$ cat src/rtl/pmcap_pkg.sv
package pmcap_pkg;
   localparam logic [1:0] PS_D0  = 2'b00;
   localparam logic [1:0] PS_D3  = 2'b11;
   localparam int STATE_LSB      = 0;
   localparam int ARM_BIT        = 8;
   localparam int FLAG_BIT       = 15;
   localparam logic [7:0] CAP_ID = 8'h01;
   localparam logic [2:0] CAP_VER = 3'b010;

   function automatic logic ps_legal(input logic [1:0] v);
      return (v == PS_D0) || (v == PS_D3);
   endfunction
endpackage

$ cat src/rtl/pmcap_capword.sv
module pmcap_capword
   import pmcap_pkg::*;
#(
   parameter logic [2:0] AUX_CODE = 3'b110,
   parameter logic [7:0] NEXT_PTR = 8'h00
) (
   input  logic        aux_det,
   output logic [31:0] cap_word
);
   localparam logic [4:0] WAKE_FROM = 5'b01001; // D3cold(slot),D3hot,D2,D1,D0
   always_comb begin
      cap_word        = '0;
      cap_word[31:27] = WAKE_FROM;
      cap_word[31]    = aux_det;
      cap_word[26:25] = 2'b00;
      cap_word[24:22] = aux_det ? AUX_CODE : 3'b000;
      cap_word[18:16] = CAP_VER;
      cap_word[15:8]  = NEXT_PTR;
      cap_word[7:0]   = CAP_ID;
   end
endmodule

$ cat src/rtl/pmcap_state.sv
module pmcap_state
   import pmcap_pkg::*;
(
   input  logic        clk,
   input  logic        por_n,
   input  logic        pci_rst_n,
   input  logic        csr_wr,
   input  logic [31:0] wdata,
   output logic [1:0]  state_q,
   output logic        arm_q
);
   logic [1:0] wr_state;
   assign wr_state = wdata[STATE_LSB +: 2];

   always_ff @(posedge clk or negedge por_n) begin
      if (!por_n) begin
         state_q <= PS_D0;
         arm_q   <= 1'b0;
      end else if (!pci_rst_n) begin
         state_q <= PS_D0;
         arm_q   <= 1'b0;
      end else if (csr_wr) begin
         if (ps_legal(wr_state))
            state_q <= wr_state;
         arm_q <= wdata[ARM_BIT];
      end
   end
endmodule

$ cat src/rtl/pmcap_pme.sv
module pmcap_pme #(
   parameter bit REG_OUT = 1'b0
) (
   input  logic clk,
   input  logic por_n,
   input  logic pci_rst_n,
   input  logic aux_det,
   input  logic wake_evt,
   input  logic arm_q,
   input  logic clr_req,
   output logic flag_q,
   output logic pme_n
);
   logic set_req;
   assign set_req = wake_evt & arm_q;

   always_ff @(posedge clk or negedge por_n) begin
      if (!por_n)
         flag_q <= 1'b0;
      else if (!pci_rst_n) begin
         if (!aux_det)
            flag_q <= 1'b0;
      end else if (set_req)
         flag_q <= 1'b1;
      else if (clr_req)
         flag_q <= 1'b0;
   end

   generate
      if (REG_OUT) begin : g_reg_out
         logic pme_q;
         always_ff @(posedge clk or negedge por_n) begin
            if (!por_n) pme_q <= 1'b1;
            else        pme_q <= ~(flag_q & arm_q);
         end
         assign pme_n = pme_q;
      end else begin : g_comb_out
         assign pme_n = ~(flag_q & arm_q);
      end
   endgenerate
endmodule

$ cat src/rtl/pmcap_ctrl.sv
module pmcap_ctrl
   import pmcap_pkg::*;
#(
   parameter int                 ADDR_W      = 8,
   parameter logic [ADDR_W-1:0]  CAP_OFS     = 8'h78,
   parameter logic [ADDR_W-1:0]  CSR_OFS     = 8'h7C,
   parameter logic [2:0]         AUX_CODE    = 3'b110,
   parameter logic [7:0]         NEXT_PTR    = 8'h00,
   parameter bit                 REG_PME_OUT = 1'b0
) (
   input  logic              clk,
   input  logic              por_n,
   input  logic              pci_rst_n,
   input  logic              aux_det,
   input  logic [ADDR_W-1:0] cfg_addr,
   input  logic              cfg_wr,
   input  logic [31:0]       cfg_wdata,
   output logic [31:0]       cfg_rdata,
   input  logic              wake_evt,
   output logic [1:0]        pwr_state,
   output logic              pme_n
);
   generate
      if (CAP_OFS[1:0] != 2'b00 || CSR_OFS[1:0] != 2'b00) begin : g_bad_align
         $error("capability offsets must be dword aligned");
      end
      if (CAP_OFS == CSR_OFS) begin : g_bad_overlap
         $error("capability and control offsets must differ");
      end
   endgenerate

   logic        hit_cap, hit_csr, csr_wr;
   logic [31:0] cap_word, csr_word;
   logic [1:0]  state_q;
   logic        arm_q, flag_q;

   assign hit_cap = (cfg_addr == CAP_OFS);
   assign hit_csr = (cfg_addr == CSR_OFS);
   assign csr_wr  = cfg_wr & hit_csr;

   pmcap_capword #(.AUX_CODE(AUX_CODE), .NEXT_PTR(NEXT_PTR)) u_cap (
      .aux_det  (aux_det),
      .cap_word (cap_word)
   );

   pmcap_state u_state (
      .clk       (clk),
      .por_n     (por_n),
      .pci_rst_n (pci_rst_n),
      .csr_wr    (csr_wr),
      .wdata     (cfg_wdata),
      .state_q   (state_q),
      .arm_q     (arm_q)
   );

   pmcap_pme #(.REG_OUT(REG_PME_OUT)) u_pme (
      .clk       (clk),
      .por_n     (por_n),
      .pci_rst_n (pci_rst_n),
      .aux_det   (aux_det),
      .wake_evt  (wake_evt),
      .arm_q     (arm_q),
      .clr_req   (csr_wr & cfg_wdata[FLAG_BIT]),
      .flag_q    (flag_q),
      .pme_n     (pme_n)
   );

   always_comb begin
      csr_word                   = '0;
      csr_word[STATE_LSB +: 2]   = state_q;
      csr_word[ARM_BIT]          = arm_q;
      csr_word[FLAG_BIT]         = flag_q;
   end

   assign cfg_rdata = hit_cap ? cap_word : (hit_csr ? csr_word : 32'h0);
   assign pwr_state = state_q;
endmodule

$ cat config.mk
export PLATFORM = sky130hd
export DESIGN_NAME = pmcap_ctrl
export DESIGN_NICKNAME = d
export VERILOG_FILES = /design/src/rtl/pmcap_pkg.sv /design/src/rtl/pmcap_capword.sv /design/src/rtl/pmcap_state.sv /design/src/rtl/pmcap_pme.sv /design/src/rtl/pmcap_ctrl.sv
export SDC_FILE = /design/constraint.sdc
export NUM_CORES = 1
export LEC_CHECK = 0
export BUFFER_PORTS_ARGS = -buffer_cell sky130_fd_sc_hd__buf_2
export CAP_MARGIN = 20
export CORE_MARGIN = 2
export CORE_UTILIZATION = 31
export CTS_BUF_LIST = sky130_fd_sc_hd__clkbuf_8
export CTS_CLUSTER_DIAMETER = 150
export DETAILED_ROUTE_END_ITERATION = 16
export PLACE_DENSITY = 0.9
export SETUP_SLACK_MARGIN = 0.02
export SLEW_MARGIN = 20
export SYNTH_ARGS = -nofsm -noshare
export SYNTH_HDL_FRONTEND = slang
export SYNTH_SLANG_ARGS = --single-unit
$ cat constraint.sdc
create_clock -name clk -period 2.5 [get_ports clk]
set_input_delay 0.5 -clock clk [delete_from_list [all_inputs] [get_ports clk]]
set_output_delay 0.5 -clock clk [all_outputs]
set_load 0.02 [all_outputs]
==> results.toml, run 1 <==
[clock_network]
numCtsBuffers = 3
htree_num_levels = 1
cts.sink_count = 4
insertion_delay_ns = 0.22
ctsHoldBuffers = 0
cts_tree = "done"
max-clock-path-buffers = 2
path_clk_slew_ns = 0.03
post_cts_resize_count = 0
post-cts-setup-buffers = 0
cts_root_buffer = "clkbuf_8"

[layout]
insertedDiodeCount = 0
layout.nets = 136
drive_gt1_share_pct = 38.6
fin_area_um2 = 587
area_growth_pct = 14.1

[setup_path]
critPathMaxFanout = 9
cp-startpoint = "cfg_addr[0]"
critPathCaptureType = "output pin"
critical_path_class = "input port to output pin"
cp_data_arrival_time_ns = 1.58
worstPathRequired_ns = 2.00
r2r_start = "u_state.arm_q$_DFFE_PN0P_"
setup.worst_path.start_class = "input port"

[power_and_ir_drop]
power_density_mw_per_mm2 = 437
p_leak_nw = 0.374
ir_drop_v = 0.000134

[route]
via_count = 456
avgViaCountPerCell = 4.38
drcViolationCount = 0
ant_nets = 0
drtIter0Drc = 3
avgRoutedWirePerCell_um = 9.95
first_pass_iters = 4
routed_wl_um = 1040

[yosys]
syn_area_um2 = 514
synthMostInstantiatedCell = "buf_4"
yosysSeqAreaShare_pct = 19.5
synth_top_area_cell = "buf_4"
syn_avg_cell_area_um2 = 8.16
ys_warn_count = 0
ys.flop_type = "dfrtp_1"
netlist.area_leader.share_pct = 39.4
synthTopCellsByCount = "buf_4 (27), nand2_1 (6), and3_1 (5)"
synth.ff_latch_count = 4
synth.area.top_cells = "buf_4 (39%), dfrtp_1 (19%), and3_1 (6.1%)"
synthArstFlopShare_pct = 100
ys_types = 20
synth_enable_flop_cells = 0
synth_cells = 63

[floorplan]
die_area_mm2 = 0.00200
ioPinCount = 81
initial_core_util_pct = 33.7
die_y_um = 44.7
die_x_um = 44.7
coreArea_mm2 = 0.00152
std_cell_rows = 14

[sta]
hold_viol = 0
tns_ns = 0
rsz0062_at_grt = "no"
finalSetupViolCount = 0
layout_setup_ws_ns = 0.421
clock_skew_ns = 0.0000392
post-route-period-util_pct = 83.2
max_freq_ghz = 0.481
min_period_ns = 2.08
finalMaxSlewViolations = 0

[global_route]
grt_pass1_vias = 407
grt_max_degree = 10
antenna_found_initial = 0
grt-ovfl-total = 0
grt_usage_pct = 11.3
grt_pass1_wl_um = 1590

[place]
pre_cts_slack_ns = 0.429
dp_hpwl_um = 880
gp_congestion = 0.748
place_area_um2 = 546
portBuffers = 30

[status]
status = "completed"

[worst_hold_path]
hp-class = "input port to async pin"

[job]
max-cap-violations = 0
kinds of logic after synthesis:
logic type | count (synthesis) | synth area share [%]
compound gates | 5 | 8.03
buf+inv | 30 | 43.1
flops | 4 | 19.5
mux | 1 | 1.95
other cells | 1 | 0.729
simple gates | 22 | 26.8
per-stage QoR:
step	cells	utilization, %	hold slack [ns]	power, W
floorplan	84	-	0.204	0.000131
global placement	101	35.8	0.305	0.000120
detailed placement	101	35.8	0.308	0.000122
CTS	104	38.5	0.0800	0.000258
global route	104	38.5	0.0824	0.000270
finish	104	38.5	0.0809	0.000256
critical path: stages:
cell and delay (ns):
buf_2 0.09, and4bb_1 0.30, and2_1 0.29, and3b_1 0.22
buf_2 0.17
report_power, final:
part           total [W]  switching [W]  internal (W)
registers      0.0000665    0.000000623     0.0000659
logic          0.0000553      0.0000415     0.0000138
clock network   0.000135      0.0000322      0.000102
metal layers:
layer | track usage (%) | wire (um) | up-vias | share of wire (%)
li1 | - | - | 215 | -
met1 | 7.88 | 300 | 204 | 29
met2 | 23.8 | 590 | 35 | 57
met3 | 4.00 | 133 | 2 | 13
met4 | 7.27 | 10 | 0 | 0.97
met5 | 0 | 0 | - | 0
worst paths after layout:
kind / end / slack (ns) / cells past startpoint
worst max-delay path: cfg_rdata[31] / 0.42 / 5
worst min-delay path: u_pme.flag_q$_DFFE_PN0P_ / 0.08 / 1
worst max register to register: u_pme.flag_q$_DFFE_PN0P_ / 1.59 / 3
worst min register to register: u_state.arm_q$_DFFE_PN0P_ / 0.59 / 2
max in group asynchronous: u_state.state_q[0]$_DFFE_PN0P_ / 2.30 / 1
min in group clk: u_pme.flag_q$_DFFE_PN0P_ / 0.49 / 2
cells in the final DEF (no fill, tap or decap):
cell type	synthesis	final
and2_1	2	2
o211ai_1	2	2
nand3_1	2	2
conb_1	1	22
a21boi_2	1	1
and3_1	5	5
nand4bb_1	1	1
dfrtp_1	4	4
mux2i_1	1	1
buf_2	0	30
a41oi_1	1	1
and2b_1	1	1
and4bb_1	1	1
clkbuf_8	0	3
inv_1	1	1
o22ai_1	1	1
nand4_1	2	2
nand2_1	6	6
and3b_1	2	2
layout make-up:
class,instances,area (um^2)
Tap cell,16,20.0
Fill cell,161,937
Multi-Input combinational cell,50,272
Sequential cell,4,100
Clock buffer,3,41.3
Inverter,1,3.75
Timing Repair Buffer,30,150
sequential cells by signal, summed over array words and instances (netlist names):
name             count
u_state.state_q      2
u_pme.flag_q         1
u_state.arm_q        1
Note: power is estimated with default switching activity, not from simulation.
==> inputs of run 2 (changes only) <==
ABC_AREA = 1   (was not set)
CORE_UTILIZATION = 29   (was 31)
PLACE_DENSITY = 0.84   (was 0.9)
clock period = 2.1 ns   (was 2.5 ns; I/O delays follow)
==> results.toml, run 2 <==
[sta]
tns_ns = 0
layout_setup_ws_ns = 0.385
post-route-period-util_pct = 81.7
rsz0062_at_grt = "no"
clock_skew_ns = 0.0000547
finalSetupViolCount = 0
min_period_ns = 1.72
max_freq_ghz = 0.583
finalMaxSlewViolations = 0
hold_viol = 0
whs_ns = 0.449

[route]
drtIter0Drc = 4
via_count = 474
avgRoutedWirePerCell_um = 8.28
drcViolationCount = 0
first_pass_iters = 2
avgViaCountPerCell = 3.73
ant_nets = 0
wl_met3_um = 112
routed.top_layer = "met4"
routed_wl_um = 1050
wl_met2_um = 597
wl_met1_um = 311

[layout]
layout_commonest_cell = "buf_2"
layout.nets = 150
insertedDiodeCount = 0
final_cells = 127
drive_gt1_share_pct = 39.2
top_register = "u_state.state_q"
largest_register_ffs = 2
reg_top3 = "u_state.state_q (2), u_pme.flag_q (1), u_state.arm_q (1)"
area_growth_pct = 20.5
layout_common_cells = "buf_2 (30), conb_1 (22), nand2_1 (11)"

[yosys]
synth.area.top_cells = "buf_4 (38%), dfrtp_1 (19%), nand2_1 (7.8%)"
syn_area_um2 = 531
netlist.area_leader.share_pct = 38.2
yosysSeqAreaShare_pct = 18.9
ys_types = 17
syn_avg_cell_area_um2 = 7.17
synthTopCellsByCount = "buf_4 (27), nand2_1 (11), inv_1 (9)"
synth_cells = 74
ys.flop_type = "dfrtp_1"
synth_enable_flop_cells = 0
synth.ff_latch_count = 4
synthArstFlopShare_pct = 100
ys_warn_count = 0
synth_top_area_cell = "buf_4"
synthMostInstantiatedCell = "buf_4"

[setup_path]
cpLargestDelayFamily = "simple AND/OR/NAND/NOR gates"
worst-path-buf-inv = 3
critical_path_class = "input port to output pin"
setup.worst_path.start_class = "input port"
cp_common_cell = "buf_2"
reg2reg_slack_ns = 1.39
cp_cell_sequence = "buf_2 > inv_1 > nand2_1 > nor2_4 > nand2_4 > nor3b_1 > buf_2"
cpPeakStageDelay_ns = 0.22
critPathCaptureType = "output pin"
cpMaxStageDelayCell = "nor3b_1"
worstPathRequired_ns = 1.68
cp_data_arrival_time_ns = 1.30
critPathMaxFanout = 5

[global_route]
antenna_found_initial = 0
grt_max_degree = 7
grt_usage_pct = 10.9
grt_pass1_vias = 416
grt_pass1_wl_um = 1580
grt-ovfl-total = 0

[clock_network]
max-clock-path-buffers = 2
numCtsBuffers = 3
insertion_delay_ns = 0.22
htree_num_levels = 1
cts.sink_count = 4
path_clk_slew_ns = 0.03
cts_root_buffer = "clkbuf_8"
cts_tree = "done"

[job]
max-cap-violations = 0

[place]
dp_cells = 123
gp_congestion = 0.695
dp_hpwl_um = 925
portBuffers = 30
pre_cts_slack_ns = 0.389

[power_and_ir_drop]
p_leak_nw = 0.408
ir_drop_v = 0.000260
finalPower_w = 0.000314
power_density_mw_per_mm2 = 490

[floorplan]
die_x_um = 46.8
initial_core_util_pct = 30.7
ioPinCount = 81
die_area_mm2 = 0.00219
coreArea_mm2 = 0.00173
std_cell_rows = 15
die_y_um = 46.8

[worst_hold_path]
hp-class = "input port to register"

[status]
status = "completed"
-- run 2: cell families (layout without fill, tap and decap cells) --
group / after synthesis / in the layout / synth area share (%)
compound gates: 3 / 3 / 2.83
xor+xnor: 1 / 1 / 1.65
buf+inv: 36 / 43 / 44.6
flops: 4 / 4 / 18.9
other cells: 1 / 22 / 0.707
simple gates: 29 / 29 / 31.4
-- run 2: timing repair --
item / 4_1_cts / 5_1_grt
hold buffers: 1 / 0
resized for setup: 0 / 0
endpoints found under the hold margin: 4 / 0
buffers inserted: 0 / 0
-- run 2: final cells by class --
type                       count  area, um^2
fill                         192        1090
sequential                     4         100
inverter                       9        33.8
clock buffer                   3        41.3
multi-input combinational     55         273
timing repair buffer          31         160
tap                           25        31.3
-- run 2: worst paths after layout --
| check | endpoint | startpoint | cells past startpoint |
|---|---|---|---|
| hold reg to reg | u_state.state_q[0]$_DFFE_PN0P_ | u_state.state_q[0]$_DFFE_PN0P_ | 2 |
| hold / removal | u_pme.flag_q$_DFFE_PN0P_ | wake_evt | 3 |
| max in group asynchronous | u_state.state_q[1]$_DFFE_PN0P_ | por_n | 2 |
| setup / recovery | cfg_rdata[1] | cfg_addr[7] | 7 |
| min in group asynchronous | u_pme.flag_q$_DFFE_PN0P_ | por_n | 2 |
| setup reg to reg | u_pme.flag_q$_DFFE_PN0P_ | u_pme.flag_q$_DFFE_PN0P_ | 2 |
-- run 2: power breakdown --
part / switching (W) / internal (W)
clock network: 0.0000417 / 0.000122
logic: 0.0000535 / 0.0000182
registers: 0.0000000933 / 0.0000777
total: 0.0000953 / 0.000218
-- run 2: per-layer routing --
metal  up-vias  global-route usage, %
met5         -                      0
li1        232                      -
met1       209                   7.29
met2        29                   21.1
met4         0                   9.44
met3         4                   5.00
-- run 2: worst reg2reg max path, cell delays in order (launching register included) --
cell and delay (ns):
dfrtp_1 0.39, a21oi_1 0.15, a21oi_1 0.05
-- run 2: per-stage QoR --
step	instance area (um^2)	util, %
after floorplan	609	-
after global placement	588	34.1
after detailed placement	588	34.1
after CTS	639	37.0
after global routing	639	37.0
final	639	37.0
==> inputs of run 3 (changes only) <==
ABC_AREA = 0   (was 1)
PLACE_DENSITY = 0.86   (was 0.84)
clock period = 1.7 ns   (was 2.1 ns; I/O delays follow)
==> results.toml, run 3 (same netlist as run 1, synthesis figures left out) <==
[status]
status = "completed"

[sta]
finalMaxSlewViolations = 0
max_freq_ghz = 0.622
finalSetupViolCount = 0
hold_viol = 0
clock_skew_ns = 0.000814
post-route-period-util_pct = 94.6
rsz0062_at_grt = "no"
min_period_ns = 1.61
whs_ns = 0.334

[layout]
layout_commonest_cell = "buf_2"
reg_top3 = "u_state.state_q (2), u_pme.flag_q (1), u_state.arm_q (1)"
fin_area_um2 = 624
drive_gt1_share_pct = 42.4
top_register = "u_state.state_q"
insertedDiodeCount = 0
area_growth_pct = 21.4
largest_register_ffs = 2
final_util_pct = 37.0
layout_common_cells = "buf_2 (30), conb_1 (22), nand2_1 (6)"
layout.nets = 140

[setup_path]
critPathCaptureType = "output pin"
cpMaxStageDelayCell = "and4bb_1"
cpPeakStageDelay_ns = 0.29
cp_cell_sequence = "buf_2 > and4bb_1 > and2_4 > and3b_2 > buf_2"
critical_path_class = "input port to output pin"
cpLargestDelayFamily = "simple AND/OR/NAND/NOR gates"
worstPathRequired_ns = 1.36
critPathMaxFanout = 8
cp_common_cell = "buf_2"
worst-path-buf-inv = 2
setup.worst_path.start_class = "input port"
cp_data_arrival_time_ns = 1.27

[place]
gp_congestion = 0.666
portBuffers = 30
dp_hpwl_um = 941
place_area_um2 = 571

[worst_hold_path]
hp-class = "input port to register"

[floorplan]
ioPinCount = 81
die_x_um = 46.1
initial_core_util_pct = 30.4
die_area_mm2 = 0.00213
die_y_um = 46.1
coreArea_mm2 = 0.00169
std_cell_rows = 15

[clock_network]
path_clk_slew_ns = 0.03
cts.sink_count = 4
max-clock-path-buffers = 2
cts_tree = "done"
numCtsBuffers = 3
htree_num_levels = 1
post-cts-setup-buffers = 0
cts_root_buffer = "clkbuf_8"
insertion_delay_ns = 0.22

[route]
ant_nets = 0
routed_wl_um = 1140
drtIter0Drc = 3
avgViaCountPerCell = 4.27
avgRoutedWirePerCell_um = 10.4
via_count = 465
first_pass_iters = 4
drcViolationCount = 0

[power_and_ir_drop]
p_leak_nw = 0.395
ir_drop_v = 0.000129
power_density_mw_per_mm2 = 626

[global_route]
grt_max_degree = 10
grt_usage_pct = 11.7
grt_pass1_wl_um = 1700
grt_pass1_vias = 441
grt-ovfl-total = 0
antenna_found_initial = 0

[job]
max-cap-violations = 0
-- run 3: final cells by class --
cell class | count | area [um^2]
Clock buffer | 3 | 41.3
Fill cell | 182 | 1060
Inverter | 1 | 3.75
Multi-Input combinational cell | 50 | 275
Sequential cell | 4 | 100
Tap cell | 17 | 21.3
Timing Repair Buffer | 34 | 183
-- run 3: path summary, 6_finish.rpt --
kind / from / endpoint / slack [ns] / cells past startpoint
setup reg to reg: u_state.arm_q$_DFFE_PN0P_ / u_pme.flag_q$_DFFE_PN0P_ / 0.81 / 3
hold / removal: cfg_wdata[15] / u_pme.flag_q$_DFFE_PN0P_ / 0.33 / 2
min in group asynchronous: por_n / u_pme.flag_q$_DFFE_PN0P_ / 0.46 / 2
hold reg to reg: u_state.arm_q$_DFFE_PN0P_ / u_state.arm_q$_DFFE_PN0P_ / 0.58 / 2
max in group asynchronous: por_n / u_state.state_q[0]$_DFFE_PN0P_ / 1.12 / 2
setup / recovery: cfg_addr[0] / cfg_rdata[24] / 0.09 / 5
-- run 3: timing repair --
item	in CTS	in global routing
hold endpoints to repair	4	0
hold buffers	1	0
resized for setup	1	1
setup endpoints to repair	3	3
gates cloned	0	0
-- run 3: layer usage --
layer  vias up  part of all wire (%)  global-route usage [%]
met3         3                    11                    5.49
met4         0                   2.3                    6.86
li1        223                     -                       -
met1       206                    38                    10.2
met5         -                     0                       0
met2        33                    49                    21.4
-- run 3: report_power, final --
| part | switching, W | internal (W) |
|---|---|---|
| sequential | 0.000000979 | 0.0000968 |
| clock | 0.0000550 | 0.000151 |
| combinational | 0.0000631 | 0.0000237 |
| total | 0.000119 | 0.000272 |
-- run 3: stage by stage --
stage	cells	setup slack (ns)	power [W]	setup TNS, ns
floorplan	84	0.0799	0.000193	0
global placement	105	0.0165	0.000180	0
detailed placement	105	-0.00615	0.000182	-0.0145
CTS	109	0.0561	0.000395	0
global route	109	0.0311	0.000408	0
finish	109	0.0923	0.000391	0
